[config.mk]
export PLATFORM = sky130hd
export DESIGN_NAME = ep0_status_hs
export DESIGN_NICKNAME = d
export VERILOG_FILES = /design/src/rtl/ep0_hs_pkg.sv /design/src/rtl/ep0_req_classify.sv /design/src/rtl/ep0_cfg_reg.sv /design/src/rtl/ep0_result_fsm.sv /design/src/rtl/ep0_status_hs.sv
export SDC_FILE = /design/constraint.sdc
export NUM_CORES = 1
export LEC_CHECK = 0
export CAP_MARGIN = 20
export CORE_MARGIN = 5
export CORE_UTILIZATION = 28
export CTS_BUF_LIST = sky130_fd_sc_hd__clkbuf_8
export CTS_CLUSTER_SIZE = 10
export DETAILED_ROUTE_END_ITERATION = 6
export MAX_ROUTING_LAYER = met4
export PLACE_DENSITY = 0.82
export SLEW_MARGIN = 20
export SYNTH_ARGS = -nofsm -noshare
export SYNTH_HDL_FRONTEND = slang
export SYNTH_SLANG_ARGS = --single-unit
export TNS_END_PERCENT = 50
[constraint.sdc]
create_clock -name clk -period 1.1 [get_ports clk]
set_clock_uncertainty 0.1 [all_clocks]
set_input_delay 0.22 -clock clk [delete_from_list [all_inputs] [get_ports clk]]
set_output_delay 0.22 -clock clk [all_outputs]
set_load 0.01 [all_outputs]
[src/rtl/ep0_hs_pkg.sv]
package ep0_hs_pkg;

  typedef enum logic [2:0] {
    RS_IDLE = 3'd0,
    RS_BUSY = 3'd1,
    RS_OK   = 3'd2,
    RS_FAIL = 3'd3,
    RS_DENY = 3'd4
  } res_t;

  typedef enum logic [1:0] {
    HS_NONE  = 2'b00,
    HS_ACK   = 2'b01,
    HS_NAK   = 2'b10,
    HS_STALL = 2'b11
  } hs_t;

  localparam logic [1:0] TYPE_STD    = 2'd0;
  localparam logic [1:0] TYPE_CLASS  = 2'd1;
  localparam logic [1:0] TYPE_VENDOR = 2'd2;

  localparam int CODE_GET_DESC  = 6;
  localparam int CODE_SET_CFG   = 9;
  localparam int CODE_SET_IF    = 11;
  localparam int CODE_SYNCH_FRM = 12;

  localparam int BIT_VALID = 0;
  localparam int BIT_DONE  = 1;
  localparam int BIT_FAIL  = 2;

  function automatic hs_t verdict_of(res_t r);
    case (r)
      RS_BUSY: verdict_of = HS_NAK;
      RS_OK:   verdict_of = HS_ACK;
      RS_FAIL: verdict_of = HS_STALL;
      RS_DENY: verdict_of = HS_STALL;
      default: verdict_of = HS_NONE;
    endcase
  endfunction

endpackage

[src/rtl/ep0_req_classify.sv]
module ep0_req_classify
  import ep0_hs_pkg::*;
#(
  parameter int CODE_W = 8
) (
  input  logic [1:0]        req_type,
  input  logic [CODE_W-1:0] req_code,
  input  logic              cfg_valid,
  output logic              to_fw,
  output logic              to_deny
);
  logic is_std;
  logic uses_cfg;

  always_comb begin
    is_std   = (req_type == TYPE_STD);
    uses_cfg = is_std && ((req_code == CODE_W'(CODE_GET_DESC)) ||
                          (req_code == CODE_W'(CODE_SET_CFG))  ||
                          (req_code == CODE_W'(CODE_SET_IF)));
    to_fw    = (req_type == TYPE_CLASS) || (req_type == TYPE_VENDOR) ||
               (is_std && (req_code == CODE_W'(CODE_SYNCH_FRM)));
    to_deny  = uses_cfg && !cfg_valid;
  end
endmodule

[src/rtl/ep0_cfg_reg.sv]
module ep0_cfg_reg
  import ep0_hs_pkg::*;
#(
  parameter int REG_W = 8
) (
  input  logic             clk,
  input  logic             rst_n,
  input  logic             wr,
  input  logic             wr_valid,
  output logic             cfg_valid,
  output logic [REG_W-1:0] rdata
);
  always_ff @(posedge clk or negedge rst_n) begin
    if (!rst_n)  cfg_valid <= 1'b0;
    else if (wr) cfg_valid <= wr_valid;
  end

  generate
    if (REG_W > 1) begin : g_pad
      assign rdata = {{(REG_W-1){1'b0}}, cfg_valid};
    end else begin : g_bare
      assign rdata = cfg_valid;
    end
  endgenerate
endmodule

[src/rtl/ep0_result_fsm.sv]
module ep0_result_fsm
  import ep0_hs_pkg::*;
(
  input  logic clk,
  input  logic rst_n,
  input  logic setup_vld,
  input  logic to_fw,
  input  logic to_deny,
  input  logic cmd_wr,
  input  logic cmd_done,
  input  logic cmd_fail,
  output res_t state,
  output logic deny_pulse
);
  res_t nxt;

  always_comb begin
    nxt = state;
    if (setup_vld) begin
      if (to_fw)        nxt = RS_BUSY;
      else if (to_deny) nxt = RS_DENY;
      else              nxt = RS_IDLE;
    end else if (cmd_wr && state == RS_BUSY && cmd_done) begin
      nxt = cmd_fail ? RS_FAIL : RS_OK;
    end
  end

  always_ff @(posedge clk or negedge rst_n) begin
    if (!rst_n) begin
      state      <= RS_IDLE;
      deny_pulse <= 1'b0;
    end else begin
      state      <= nxt;
      deny_pulse <= setup_vld && !to_fw && to_deny;
    end
  end
endmodule

[src/rtl/ep0_status_hs.sv]
module ep0_status_hs
  import ep0_hs_pkg::*;
#(
  parameter int REG_W  = 8,
  parameter int CODE_W = 8
) (
  input  logic              clk,
  input  logic              rst_n,
  input  logic              reg_wr,
  input  logic [REG_W-1:0]  reg_wdata,
  output logic [REG_W-1:0]  reg_rdata,
  input  logic              setup_vld,
  input  logic [1:0]        setup_type,
  input  logic [CODE_W-1:0] setup_code,
  output logic [1:0]        hs_code,
  output logic              fw_pending,
  output logic              acc_err
);
  logic cfg_valid;
  logic route_fw;
  logic route_deny;
  logic wr_done;
  logic wr_fail;
  res_t res_q;
  logic unused_wbits;

  assign wr_done      = reg_wdata[BIT_DONE];
  assign wr_fail      = reg_wdata[BIT_FAIL];
  assign unused_wbits = ^reg_wdata;

  ep0_cfg_reg #(.REG_W(REG_W)) u_cfg (
    .clk       (clk),
    .rst_n     (rst_n),
    .wr        (reg_wr),
    .wr_valid  (reg_wdata[BIT_VALID]),
    .cfg_valid (cfg_valid),
    .rdata     (reg_rdata)
  );

  ep0_req_classify #(.CODE_W(CODE_W)) u_cls (
    .req_type  (setup_type),
    .req_code  (setup_code),
    .cfg_valid (cfg_valid),
    .to_fw     (route_fw),
    .to_deny   (route_deny)
  );

  ep0_result_fsm u_fsm (
    .clk        (clk),
    .rst_n      (rst_n),
    .setup_vld  (setup_vld),
    .to_fw      (route_fw),
    .to_deny    (route_deny),
    .cmd_wr     (reg_wr),
    .cmd_done   (wr_done),
    .cmd_fail   (wr_fail),
    .state      (res_q),
    .deny_pulse (acc_err)
  );

  assign hs_code    = verdict_of(res_q);
  assign fw_pending = (res_q == RS_BUSY);
endmodule

== Yosys cells after proc, flatten, opt, wreduce, memory -nomap -nowiden ==
Index checks and enable logic that the tools add are counted.
Operators by class
  magnitude comparators: 0
  reductions and logical operators: 16
  equality and inequality tests: 10
  div/mod/pow operators: 0
  multiply operators: 0
  add/subtract/negate cells: 0
  shift-type cells: 0
  bitwise gates (word level): 0
  multiplexer cells: 6
Operators by type and width (count)
  8-bit by 4-bit equality test with 1-bit output, second input constant: 3
  3-bit two-way mux: 4
  8-bit by 3-bit equality test with 1-bit output, second input constant: 1
  1-bit logical AND: 7
  3-bit by 2-bit equality test with 1-bit output, second input constant: 2
  2-bit one-hot mux with 3 select lines: 1
  1-bit logical OR: 4
  3-bit by 1-bit equality test with 1-bit output, second input constant: 1
  3-bit equality test, second input constant: 1
  2-bit by 1-bit equality test with 1-bit output, second input constant: 1
  2-bit equality test, second input constant: 1
  1-bit zero test: 2
  2-bit zero test: 1
  2-bit nonzero test: 1
  2-bit OR reduction: 1
  1-bit two-way mux: 1
Storage, ports and cells
  memory bits (read-only): 0
  bits in latches: 0
  bits in writable memories: 0
  memories: 0
  flip-flop bits (word level): 5

== Logic depth before layout (Yosys ltp) ==
  depth after elaboration: 8
  mapped depth: 5
  gate-level depth less buffers: 5

== Modules after synthesis ==
A second synthesis with hierarchy kept.
Unflattened totals
  cells, all modules: 42
  area total of the unflattened synthesis: 392.9 µm²
Modules (own cells, without submodules)
  ep0_result_fsm: area each 163.9 µm², cells an instance 15, sequential area each 100.1 µm², times used 1
  ep0_cfg_reg: area each 103.8 µm², cells an instance 11, sequential area each 25.0 µm², times used 1
  ep0_req_classify: area each 93.8 µm², cells an instance 10, sequential area each 0.0 µm², times used 1
  ep0_status_hs: area each 31.3 µm², cells an instance 6, sequential area each 0.0 µm², times used 1

== Least setup slack after synthesis ==
Ideal clock, no wire load.
  path type: register -> register
  start point: register u_fsm.state[2]
  end point: register u_fsm.state[0]
  cell stages (with the launch flop): 4
  path buffers: 0
  setup slack: -0.170 ns
  arrival: 1.037 ns
  cell sequence: dfrtp_1 > nor3b_1 > and3_1 > a222oi_1
Between the ends
  cells in the longest elaborated chain, start to end: 4
RTL lines
  from (decl): line ep0_result_fsm.sv:12  | output res_t state,
  from (signal assigned): line ep0_result_fsm.sv:33  | state <= nxt;
  3-bit by 1-bit equality test with 1-bit output
  via fw_pending: line ep0_status_hs.sv:16  | output logic fw_pending,
  1-bit logical AND (2 in a row): line ep0_result_fsm.sv:23  | end else if (cmd_wr && state == RS_BUSY && cmd_done) begin
  2-bit nonzero test (no source line)
The timed path passes the listed nets, and every way through them passes these cells.
A chain may end at the register's enable or synchronous reset.

== Worst setup path in the final report ==
  start point: register u_fsm.state[2]
  end point: output fw_pending
Between the ends
  cells in the longest elaborated chain, start to end: 1
RTL lines
  3-bit by 1-bit equality test with 1-bit output: line ep0_status_hs.sv:62  | assign fw_pending = (res_q == RS_BUSY);
  to (decl): line ep0_status_hs.sv:16
No other way between the ends.

==> results.py <==
metrics = {
    "die": {
        "ios": 34,
        "core_area_mm2": 0.001285,
        "start_util": 0.2902,
        "die_h_um": 46.49,
        "die_x_um": 46.49,
        "num_rows": 13,
        "fp.dieArea_mm2": 0.002161,
    },
    "drt": {
        "dr_wl_met3_um": 106,
        "drt_wl_total_um": 965,
        "drc": 0,
        "wl_met1_um": 319,
        "post_drt_wl_per_cell_um": 12.06,
        "vias": 360,
        "drt_iter0_drc": 4,
        "viasPerCell": 4.500,
        "ant_nets": 0,
        "wl_met2_um": 539,
        "top_layer_used": "met3",
        "drt_first_pass_iters": 4,
    },
    "global_route": {
        "track_usage": 0.09975,
        "antenna_found_initial": 0,
        "grt.overflow.total": 0,
        "grt_max_degree": 6,
        "grt_pass1_wl_mm": 1.380,
        "grt_pass1_vias": 346,
    },
    "placement": {
        "dp_hpwl_um": 793.8,
        "globalplace.congestion": 0.7238,
        "place_area_um2": 591.8,
        "port_buffers": 21,
    },
    "worst_setup_path": {
        "crit_family": "flip-flops",
        "cp-end-kind": "primary output",
        "crit_fanout": 5,
        "worstPathArrival_ns": 1.01,
        "worstPathRequired_ns": 0.78,
        "crit_path_top_delay_cell": "dfrtp_2",
        "crit_chain": "nor3b_2, buf_2",
        "crit_path_start_kind": "flop",
        "slowest_delay_ns": 0.43,
        "crit_type": "flop to primary output",
        "crit_buf_inv": 1,
    },
    "finish": {
        "syn_to_final_growth_pct": 68.46,
        "fin_util": 0.4888,
        "drive_gt1_frac": 0.3846,
        "fin_area_um2": 628.1,
        "antenna_cells": 0,
        "fillers": 136,
        "fin_nets": 89,
    },
    "sta": {
        "hold_viol": 0,
        "max_clock_freq_ghz": 0.7545,
        "drv_slew": 0,
        "period_share": 1.205,
        "period_needed_ns": 1.325,
        "timing.final.ws_setup_ns": -0.2254,
        "whs_ns": 0.1245,
        "setup_violations": 5,
        "rsz0062_at_grt": "yes",
    },
    "run_status": {
        "violations": "setup timing",
        "run_status": "finished, violations left",
    },
    "yosys": {
        "synth_area_um2": 372.9,
        "syn-instance-count": 38,
        "async_flop_share": 1.000,
        "seq_area_frac_synth": 0.3356,
        "synth_cell_types": 21,
        "synth_area_per_cell_um2": 9.812,
        "yosysWarnings": 0,
        "synth-edff-count": 0,
        "ys.flop_type": "dfrtp_1",
        "synth-seq-cells": 5,
    },
    "cts": {
        "cts_root_buf": "clkbuf_8",
        "cts_tree": "done",
        "clockBufferDepth": 2,
        "htree_levels": 1,
        "clock_latency_ns": 0.22,
        "path_clk_slew_ns": 0.04,
        "ctsHoldBuffers": 0,
        "clock-sinks": 5,
        "cts_buffers": 3,
    },
    "power_and_ir_drop": {
        "p_leak_nw": 0.3300,
        "p_per_area_mw_per_mm2": 1124,
        "max-vdd-ir-drop_v": 0.0005523,
    },
    "run": {
        "cap_violations": 0,
    },
    "worst_hold_path": {
        "hp-class": "primary input to async pin",
    },
}
-- Yosys cell counts (2+ instances only) --
cell type / number / area (um2)
inv_1: 5 / 18.77
buf_4: 8 / 60.06
nor2_1: 2 / 7.510
dfrtp_1: 5 / 125.1
o21ai_0: 2 / 10.01
-- through the flow --
step	std cells	TNS (ns)	total power, mW	worst slack (ns)
floorplan	44	-0.05097	0.2936	-0.04003
global placement	75	-2.999	0.3913	-0.5395
detailed placement	75	-3.184	0.3951	-0.5681
CTS	80	-0.7467	0.7103	-0.2444
global route	80	-0.9900	0.7507	-0.2837
finish	80	-0.6164	0.7058	-0.2254
-- state kept, by name, indices dropped and copies added (netlist names) --
name and flops:
u_cfg.cfg_valid 1, u_fsm.state 3, u_fsm.deny_pulse 1
-- worst paths after layout --
check / depth (start not counted) / start / slack [ns] / end
hold reg to reg: 1 / u_fsm.state[2]$_DFFE_PN0P_ / 0.45 / u_fsm.state[2]$_DFFE_PN0P_
min in group clk: 4 / setup_code[1] / 0.35 / u_fsm.state[0]$_DFFE_PN0P_
setup / recovery: 2 / u_fsm.state[2]$_DFFE_PN0P_ / -0.23 / fw_pending
hold / removal: 1 / rst_n / 0.12 / u_cfg.cfg_valid$_DFFE_PN0P_
max in group asynchronous: 1 / rst_n / 0.56 / u_fsm.state[2]$_DFFE_PN0P_
setup reg to reg: 3 / u_fsm.state[0]$_DFFE_PN0P_ / -0.03 / u_fsm.state[0]$_DFFE_PN0P_
-- kinds of logic after synthesis --
| logic type | synth area share |
|---|---|
| buf+inv | 0.2114 |
| mux | 0.03020 |
| simple gates | 0.2551 |
| fa+ha+maj | 0.03355 |
| flops | 0.3356 |
| other cells | 0.01006 |
| compound gates | 0.1242 |
-- layout by cell type, fill, tap and decap left out --
cell type | synthesis | layout
conb_1 | 1 | 7
buf_2 | 0 | 7
clkdlybuf4s50_1 | 0 | 6
clkdlybuf4s15_1 | 0 | 5
inv_1 | 5 | 4
buf_4 | 8 | 4
dfrtp_1 | 5 | 4
clkbuf_8 | 0 | 3
dlygate4sd2_1 | 0 | 3
inv_2 | 0 | 2
nor2_1 | 2 | 2
nor3b_2 | 0 | 1
nand3_2 | 0 | 1
o21ai_1 | 0 | 1
o21ai_0 | 2 | 1
and4bb_2 | 1 | 1
and3b_1 | 1 | 1
nor2b_4 | 0 | 1
nor4b_4 | 1 | 1
o2111a_1 | 1 | 1
and3_1 | 1 | 1
o21a_1 | 1 | 1
mux2_2 | 1 | 1
nor4bb_2 | 0 | 1
nand3b_1 | 1 | 1
a222oi_1 | 1 | 1
a21o_1 | 1 | 1
ha_2 | 0 | 1
dfrtp_2 | 0 | 1
-- area by class of cell --
| class | instances | area [um2] | share of cell area |
|---|---|---|---|
| multi-input cells | 26 | 217.7 | 0.3466 |
| inverters | 5 | 18.77 | 0.02988 |
| repair buffers | 25 | 201.4 | 0.3207 |
| clock inverters | 1 | 3.754 | 0.005976 |
| flip-flops and latches | 5 | 126.4 | 0.2012 |
| well taps | 15 | 18.77 | 0.02988 |
| clock buffers | 3 | 41.29 | 0.06574 |
-- where the power goes --
part / switching (mW) / internal [mW]
sequential: 0.00766 / 0.197
combinational: 0.0751 / 0.0967
clock: 0.0906 / 0.239
total: 0.173 / 0.532
-- metal layers --
| metal | vias to the layer above | GRT usage |
|---|---|---|
| li1 | 174 | - |
| met1 | 165 | 0.09368 |
| met2 | 21 | 0.1731 |
| met3 | 0 | 0.03906 |
| met4 | 0 | 0.05114 |
| met5 | - | - |
-- repair_timing --
item,4_1_cts,5_1_grt
setup endpoints to repair,9,7
pin swaps,9,3
setup buffers,1,0
endpoints found under the hold margin,0,0
resized for setup,42,6
(Power assumes the default switching activity.)
